==> config.mk <==
export PLATFORM = sky130hd
export DESIGN_NAME = apb_xfer_mon
export DESIGN_NICKNAME = d
export VERILOG_FILES = /design/src/rtl/apb_xfer_mon_pkg.sv /design/src/rtl/apb_mon_stamp.sv /design/src/rtl/apb_mon_phase.sv /design/src/rtl/apb_mon_skid.sv /design/src/rtl/apb_xfer_mon.sv
export SDC_FILE = /design/constraint.sdc
export NUM_CORES = 1
export LEC_CHECK = 0
export ABC_AREA = 0
export BUFFER_PORTS_ARGS = -buffer_cell sky130_fd_sc_hd__buf_4
export CAP_MARGIN = 0
export CORE_ASPECT_RATIO = 1.75
export CORE_MARGIN = 3
export CORE_UTILIZATION = 40
export DETAILED_ROUTE_END_ITERATION = 8
export MAX_ROUTING_LAYER = met4
export PLACE_DENSITY = 0.72
export SLEW_MARGIN = 0
export SYNTH_ARGS = -nofsm -noshare
export SYNTH_HDL_FRONTEND = slang
export SYNTH_HIERARCHICAL = 1
export SYNTH_SLANG_ARGS = --single-unit
==> constraint.sdc <==
create_clock -name clk_i -period 6.1 [get_ports clk_i]
set_clock_uncertainty 0.2 [all_clocks]
set_input_delay 0.305 -clock clk_i [delete_from_list [all_inputs] [get_ports clk_i]]
set_output_delay 0.305 -clock clk_i [all_outputs]
set_load 0.05 [all_outputs]
==> src/rtl/apb_xfer_mon_pkg.sv <==
package apb_xfer_mon_pkg;
  typedef enum logic {PH_IDLE = 1'b0, PH_PEND = 1'b1} ph_e;
endpackage

==> src/rtl/apb_mon_stamp.sv <==
module apb_mon_stamp #(
  parameter int TSW = 32
) (
  input  logic           clk_i,
  input  logic           rst_ni,
  input  logic           bus_rst_ni,
  output logic [TSW-1:0] ts_o
);
  always_ff @(posedge clk_i or negedge rst_ni) begin
    if (!rst_ni)          ts_o <= '0;
    else if (!bus_rst_ni) ts_o <= '0;
    else                  ts_o <= ts_o + 1'b1;
  end
endmodule

==> src/rtl/apb_mon_phase.sv <==
module apb_mon_phase
  import apb_xfer_mon_pkg::*;
#(
  parameter int AW  = 32,
  parameter int DW  = 32,
  parameter int ACW = 4
) (
  input  logic           clk_i,
  input  logic           rst_ni,
  input  logic           bus_rst_ni,
  input  logic           psel_i,
  input  logic           penable_i,
  input  logic           pwrite_i,
  input  logic [AW-1:0]  paddr_i,
  input  logic [DW-1:0]  pwdata_i,
  input  logic [DW-1:0]  prdata_i,
  input  logic           pready_i,
  input  logic           pslverr_i,
  output logic           done_o,
  output logic [AW-1:0]  addr_o,
  output logic           write_o,
  output logic [DW-1:0]  wdata_o,
  output logic [DW-1:0]  rdata_o,
  output logic           err_o,
  output logic [ACW-1:0] abort_cnt_o,
  output logic           proto_err_o
);
  localparam logic [ACW-1:0] ABORT_MAX = {ACW{1'b1}};

  ph_e st_q;
  logic addr_ok, setup_edge, access_edge;

  assign addr_ok     = (paddr_i == addr_o);
  assign setup_edge  = psel_i && !penable_i;
  assign access_edge = psel_i && penable_i && addr_ok;

  // completion is combinational so the record takes the timestamp of this edge
  assign done_o  = bus_rst_ni && (st_q == PH_PEND) && access_edge && pready_i;
  assign rdata_o = write_o ? '0 : prdata_i;
  assign err_o   = pslverr_i;

  always_ff @(posedge clk_i or negedge rst_ni) begin
    if (!rst_ni) begin
      st_q        <= PH_IDLE;
      addr_o      <= '0;
      write_o     <= 1'b0;
      wdata_o     <= '0;
      abort_cnt_o <= '0;
      proto_err_o <= 1'b0;
    end else if (!bus_rst_ni) begin
      if (st_q == PH_PEND && abort_cnt_o != ABORT_MAX)
        abort_cnt_o <= abort_cnt_o + 1'b1;
      st_q <= PH_IDLE;
    end else begin
      case (st_q)
        PH_IDLE: begin
          if (setup_edge) begin
            addr_o  <= paddr_i;
            write_o <= pwrite_i;
            wdata_o <= pwdata_i;
            st_q    <= PH_PEND;
          end else if (penable_i) begin
            proto_err_o <= 1'b1;
          end
        end
        PH_PEND: begin
          if (!psel_i || !addr_ok) begin
            proto_err_o <= 1'b1;
            st_q        <= PH_IDLE;
          end else if (!penable_i) begin
            // repeated setup: restart capture
            write_o <= pwrite_i;
            wdata_o <= pwdata_i;
          end else if (pready_i) begin
            st_q <= PH_IDLE;
          end
        end
        default: st_q <= PH_IDLE;
      endcase
    end
  end

  AST_ABORT_STEP: assert property (@(posedge clk_i) disable iff (!rst_ni)
    (abort_cnt_o != $past(abort_cnt_o)) |-> (abort_cnt_o == $past(abort_cnt_o) + 1'b1));
  AST_ABORT_NEEDS_RST: assert property (@(posedge clk_i) disable iff (!rst_ni)
    bus_rst_ni |=> (abort_cnt_o == $past(abort_cnt_o)));
  AST_PROTO_STICKY: assert property (@(posedge clk_i) disable iff (!rst_ni)
    proto_err_o |=> proto_err_o);
endmodule

==> src/rtl/apb_mon_skid.sv <==
module apb_mon_skid #(
  parameter int W = 8
) (
  input  logic         clk_i,
  input  logic         rst_ni,
  input  logic         in_valid_i,
  input  logic [W-1:0] in_data_i,
  output logic         out_valid_o,
  input  logic         out_ready_i,
  output logic [W-1:0] out_data_o,
  output logic         overflow_o
);
  logic room;
  assign room = !out_valid_o || out_ready_i;

  always_ff @(posedge clk_i or negedge rst_ni) begin
    if (!rst_ni) begin
      out_valid_o <= 1'b0;
      out_data_o  <= '0;
      overflow_o  <= 1'b0;
    end else begin
      if (in_valid_i && room) begin
        out_valid_o <= 1'b1;
        out_data_o  <= in_data_i;
      end else if (out_ready_i) begin
        out_valid_o <= 1'b0;
      end
      if (in_valid_i && !room) overflow_o <= 1'b1;
    end
  end

  AST_REC_HOLD: assert property (@(posedge clk_i) disable iff (!rst_ni)
    (out_valid_o && !out_ready_i) |=> (out_valid_o && $stable(out_data_o)));
  AST_NO_OVERFLOW_CLEAR: assert property (@(posedge clk_i) disable iff (!rst_ni)
    overflow_o |=> overflow_o);
endmodule

==> src/rtl/apb_xfer_mon.sv <==
module apb_xfer_mon #(
  parameter int          AW      = 32,
  parameter int          DW      = 32,
  parameter int          TSW     = 32,
  parameter int          IDW     = 8,
  parameter int          ACW     = 4,
  parameter logic [7:0]  INST_ID = 8'h5A
) (
  input  logic           clk_i,
  input  logic           rst_ni,
  input  logic           bus_rst_ni,
  input  logic           psel_i,
  input  logic           penable_i,
  input  logic           pwrite_i,
  input  logic [AW-1:0]  paddr_i,
  input  logic [DW-1:0]  pwdata_i,
  input  logic [DW-1:0]  prdata_i,
  input  logic           pready_i,
  input  logic           pslverr_i,
  output logic           rec_valid_o,
  input  logic           rec_ready_i,
  output logic [AW-1:0]  rec_addr_o,
  output logic           rec_write_o,
  output logic [DW-1:0]  rec_wdata_o,
  output logic [DW-1:0]  rec_rdata_o,
  output logic           rec_err_o,
  output logic [TSW-1:0] rec_time_o,
  output logic [IDW-1:0] rec_id_o,
  output logic [ACW-1:0] abort_cnt_o,
  output logic           proto_err_o,
  output logic           overflow_o
);
  localparam int RW = AW + 1 + DW + DW + 1 + TSW;

  logic           done;
  logic [AW-1:0]  c_addr;
  logic           c_write, c_err;
  logic [DW-1:0]  c_wdata, c_rdata;
  logic [TSW-1:0] ts;
  logic [RW-1:0]  rec_in, rec_out;

  apb_mon_stamp #(.TSW(TSW)) u_stamp (
    .clk_i(clk_i), .rst_ni(rst_ni), .bus_rst_ni(bus_rst_ni), .ts_o(ts)
  );

  apb_mon_phase #(.AW(AW), .DW(DW), .ACW(ACW)) u_phase (
    .clk_i(clk_i), .rst_ni(rst_ni), .bus_rst_ni(bus_rst_ni),
    .psel_i(psel_i), .penable_i(penable_i), .pwrite_i(pwrite_i),
    .paddr_i(paddr_i), .pwdata_i(pwdata_i), .prdata_i(prdata_i),
    .pready_i(pready_i), .pslverr_i(pslverr_i),
    .done_o(done), .addr_o(c_addr), .write_o(c_write), .wdata_o(c_wdata),
    .rdata_o(c_rdata), .err_o(c_err),
    .abort_cnt_o(abort_cnt_o), .proto_err_o(proto_err_o)
  );

  assign rec_in = {c_addr, c_write, c_wdata, c_rdata, c_err, ts};

  apb_mon_skid #(.W(RW)) u_skid (
    .clk_i(clk_i), .rst_ni(rst_ni),
    .in_valid_i(done), .in_data_i(rec_in),
    .out_valid_o(rec_valid_o), .out_ready_i(rec_ready_i),
    .out_data_o(rec_out), .overflow_o(overflow_o)
  );

  assign {rec_addr_o, rec_write_o, rec_wdata_o, rec_rdata_o, rec_err_o, rec_time_o} = rec_out;
  assign rec_id_o = IDW'(INST_ID);

  AST_NO_REC_IN_RST: assert property (@(posedge clk_i) disable iff (!rst_ni)
    (!bus_rst_ni && !rec_valid_o) |=> !rec_valid_o);
  AST_NO_EARLY_REC: assert property (@(posedge clk_i) disable iff (!rst_ni)
    (!rec_valid_o && !(psel_i && penable_i && pready_i)) |=> !rec_valid_o);
endmodule

==> results.md <==
* Seq/Total Area, Yosys at about half
* Final HPWL DP at 19.6 mm
* CP required at approximately 6300 ps
* Worst path cell trace: dlygate4sd3_1, buf_4, xor2_1, a2111oi_0, and4_1, nand4_1, nor2_1, nand2_8, buf_4, mux2_4
* Total number of vias at around 9,000
* Syn. warnings at 6
* Area occupied by multi-input gates at 5100 um2
* Max VDD drop at about 370 uV
* Antenna violations before repair at 1
* Outcome: finished, final reports clean
* Power Dens Cells at between 200 and 250 nW/um2
* Top-count cell post-synth: dfrtp_1
* CTS Sinks at 235
* Die ar. at between 30,000 and 40,000 um2
* Fin. Hold Viols at 0
* Critical Path Sink Type: flop
* Crit path launch type: input pin
* Syn_area_per_cell at 12.1 um2
* Pleak at between 7 and 8 nW
* Worst hold-check path type: in -> async
* Die Ht at 229 um
* Drt first pass iters at 4
* NumNets Final at around 1,400
* Clock Root Buffer: clkbuf_16
* Pin count of the biggest net entering global routing at 125
* Post-Route WL at 31.6 mm
* Setup bufs post-CTS at 0
* Synth cell types at 42
* Layout cells sized above 1 at between 30% and 40%
* Synth area leaders: dfrtp_1 52%, mux2_4 13%, nand2_1 3.5%
* TNS Setup at 0 ps
* RSZ-0062 raised after global routing: false
* Congestion Overflow GR at 0
* Starting Density at 40.6%
* IO buf count at 241
* P&R area growth vs syn at 34.2%
* Die X-Extent at roughly 130 um
* CTS clk-pin slew, worst paths at about 70 ps
* Final Critical Period at between 3000 and 4000 ps
* Power share of the combinational group at 10.8%
* Starting DRT DRC Count at ~510
* Finished Core Util at about 55%
* Flops & latches, synth at 235
* Worst r2r src: u_phase/addr_o[21]
* CTS Buf Count at 24
* CTS H-Tree Depth at 1
* Number of flops mapped to enable cells by yosys at 0
* Worst hold slack at between 200 and 250 ps
* Reg-to-reg slack, setup at about 2100 ps
* Synth area leader: dfrtp_1
* Clock share of power at roughly 44%
* Post-CTS resize count at 0
* Final ANT Viol Nets at 0
* Synth Cell Area at 11,400 um2
* Row cnt at just over 80
* Routability cong. at 0.823
* Slowest stage delay, CP at just over 700 ps
* Number of global-route vias before repair at roughly 9,400
* Core Area at ~28,000 um2
* Fillers at 2,294
* Slew Viols, Final at 0
* TritonCTS clock tree: done
* Residual DRC at 0
* Worst-Margin Slew at roughly 1200 ps
* Drt wl/cell at approximately 19 um
* Most used DFF post-synth: dfrtp_1
* P_sw at between 0.9 and 1 mW
* Slowest stage cell, crit path: a2111oi_0
* Setup violations, final at 0
* First-pass GRT wire length at 51.0 mm
* Post-synth top area share at just over 50%
* Worst r2r dst: u_skid/out_data_o[46]
* Net Sw Frac at 24.9%
* Syn Inst Count at 946
* Synth async-reset ratio at 100%
* CP most frequent cell: buf_4
* Power share of the sequential group at a little under half
* Vias per std cell at approximately 5.3
* Slew Limit Headroom at a little over a fifth
* Crit path DAT at 4170 ps
* Max cap viols at 0
* IO Pins at between 200 and 300
* Max Root-Sink Buffers at 3
* Clock Latency Late Sink at between 500 and 600 ps
* Critical path class: in -> reg
* Final Cycle Share at 65.1%
* CTS Hold Bufs at ~100
* Most frequent cells after synthesis: 235 x dfrtp_1, 105 x nand2_1, 100 x mux2_4
* Reg2Reg Depth at 8
* Internal power at between 2 and 3 mW
* FMAX at ~250 MHz
* Gr usage total at 20.9%
* Register area at just under 6000 um2
* Critical Path Fanout Max at 87
-- critical path: cells and delay by family --
kind | cells | cell delay [ps]
AOI/OAI and AO/OA | 1 | 710
xor gates and xnor gates | 1 | 130
buffers and inverters | 3 | 1300
muxes | 1 | 410
and+or+nand+nor | 4 | 1260
-- logic make-up after synthesis --
family          Yosys count  share of synthesized area (%)
other cells               2                         0.0658
buf+inv                  87                           4.21
mux                     131                           16.2
xor+xnor                 43                           3.30
compound gates          179                           12.5
simple gates            267                           12.0
fa+ha+maj                 2                          0.219
flops                   235                           51.5
-- placed cells by master, fill, tap and decap left out, drive strengths merged, types with 2 or more instances in the layout --
cell type and n:
and2 3, nand4 23, xnor2 19, conb 8, nor2b 36, nand3 42
nand2b 3, o211ai 66, clkinv 4, or3 8, buf 251, a31oi 33
bufinv 3, dfrtp 235, inv 11, and3 2, or4 14, and4 7
mux2 131, clkbuf 36, nand2 106, dlygate4sd3 104, xor2 24, a22o 33
nor3 3, nor2 13, o21ai 11, o31ai 11, o21bai 2, ha 2
nor4 5, a21oi 19
-- worst max path at each step --
stage,start,endpoint,cells after the start
after detailed placement,paddr_i[21],u_skid/out_data_o[85],9
final,paddr_i[21],u_skid/out_data_o[46],10
after global routing,u_phase/addr_o[21],u_skid/out_data_o[46],8
after global placement,paddr_i[21],u_skid/out_data_o[53],9
after CTS,paddr_i[21],u_skid/out_data_o[85],10
after floorplan,u_phase/addr_o[21],u_skid/out_data_o[100],11
-- registers in the layout, summed over array words and instances (netlist names) --
register,flops
u_phase/wdata_o,32
u_skid/out_valid_o,1
u_phase/addr_o,32
u_phase/proto_err_o,1
u_skid/overflow_o,1
u_skid/out_data_o,130
u_phase/st_q,1
u_stamp/ts_o,32
u_phase/abort_cnt_o,4
u_phase/write_o,1
-- final cells by class --
class,count,area share (%)
inverters,10,0.245
repair buffers,355,19.2
well taps,373,3.05
clock inverters,8,0.850
diodes,1,0.0163
multi-input cells,630,33.3
clock buffers,36,4.88
flip-flops and latches,235,38.4
-- power by group through the flow --
| stage | combinational (mW) | sequential, mW | clock, mW |
|---|---|---|---|
| floorplan | 0.151 | 1.72 | 0 |
| global placement | 0.338 | 1.69 | 0 |
| detailed placement | 0.343 | 1.70 | 0 |
| CTS | 0.401 | 1.67 | 1.66 |
| global route | 0.433 | 1.67 | 1.72 |
| finish | 0.399 | 1.67 | 1.62 |
-- per-layer routing --
layer / part of all wire [%] / track usage (%)
met5: 0 / -
met4: 4.0 / 8.24
met3: 4.7 / 2.55
met2: 51 / 35.8
met1: 40 / 25.1
-- metrics by stage --
step           std cells  total power, mW  cell area, um2  setup slack (ps)
4_1_cts             1647             3.73           15300              2120
3_3_place_gp        1499             2.03           13400              2130
5_1_grt             1648             3.83           15300              1860
3_5_place_dp        1499             2.04           13400              2120
2_1_floorplan        952             1.87           11400              3150
6_report            1648             3.68           15300              2130
Power figures use the tool's default switching activity.
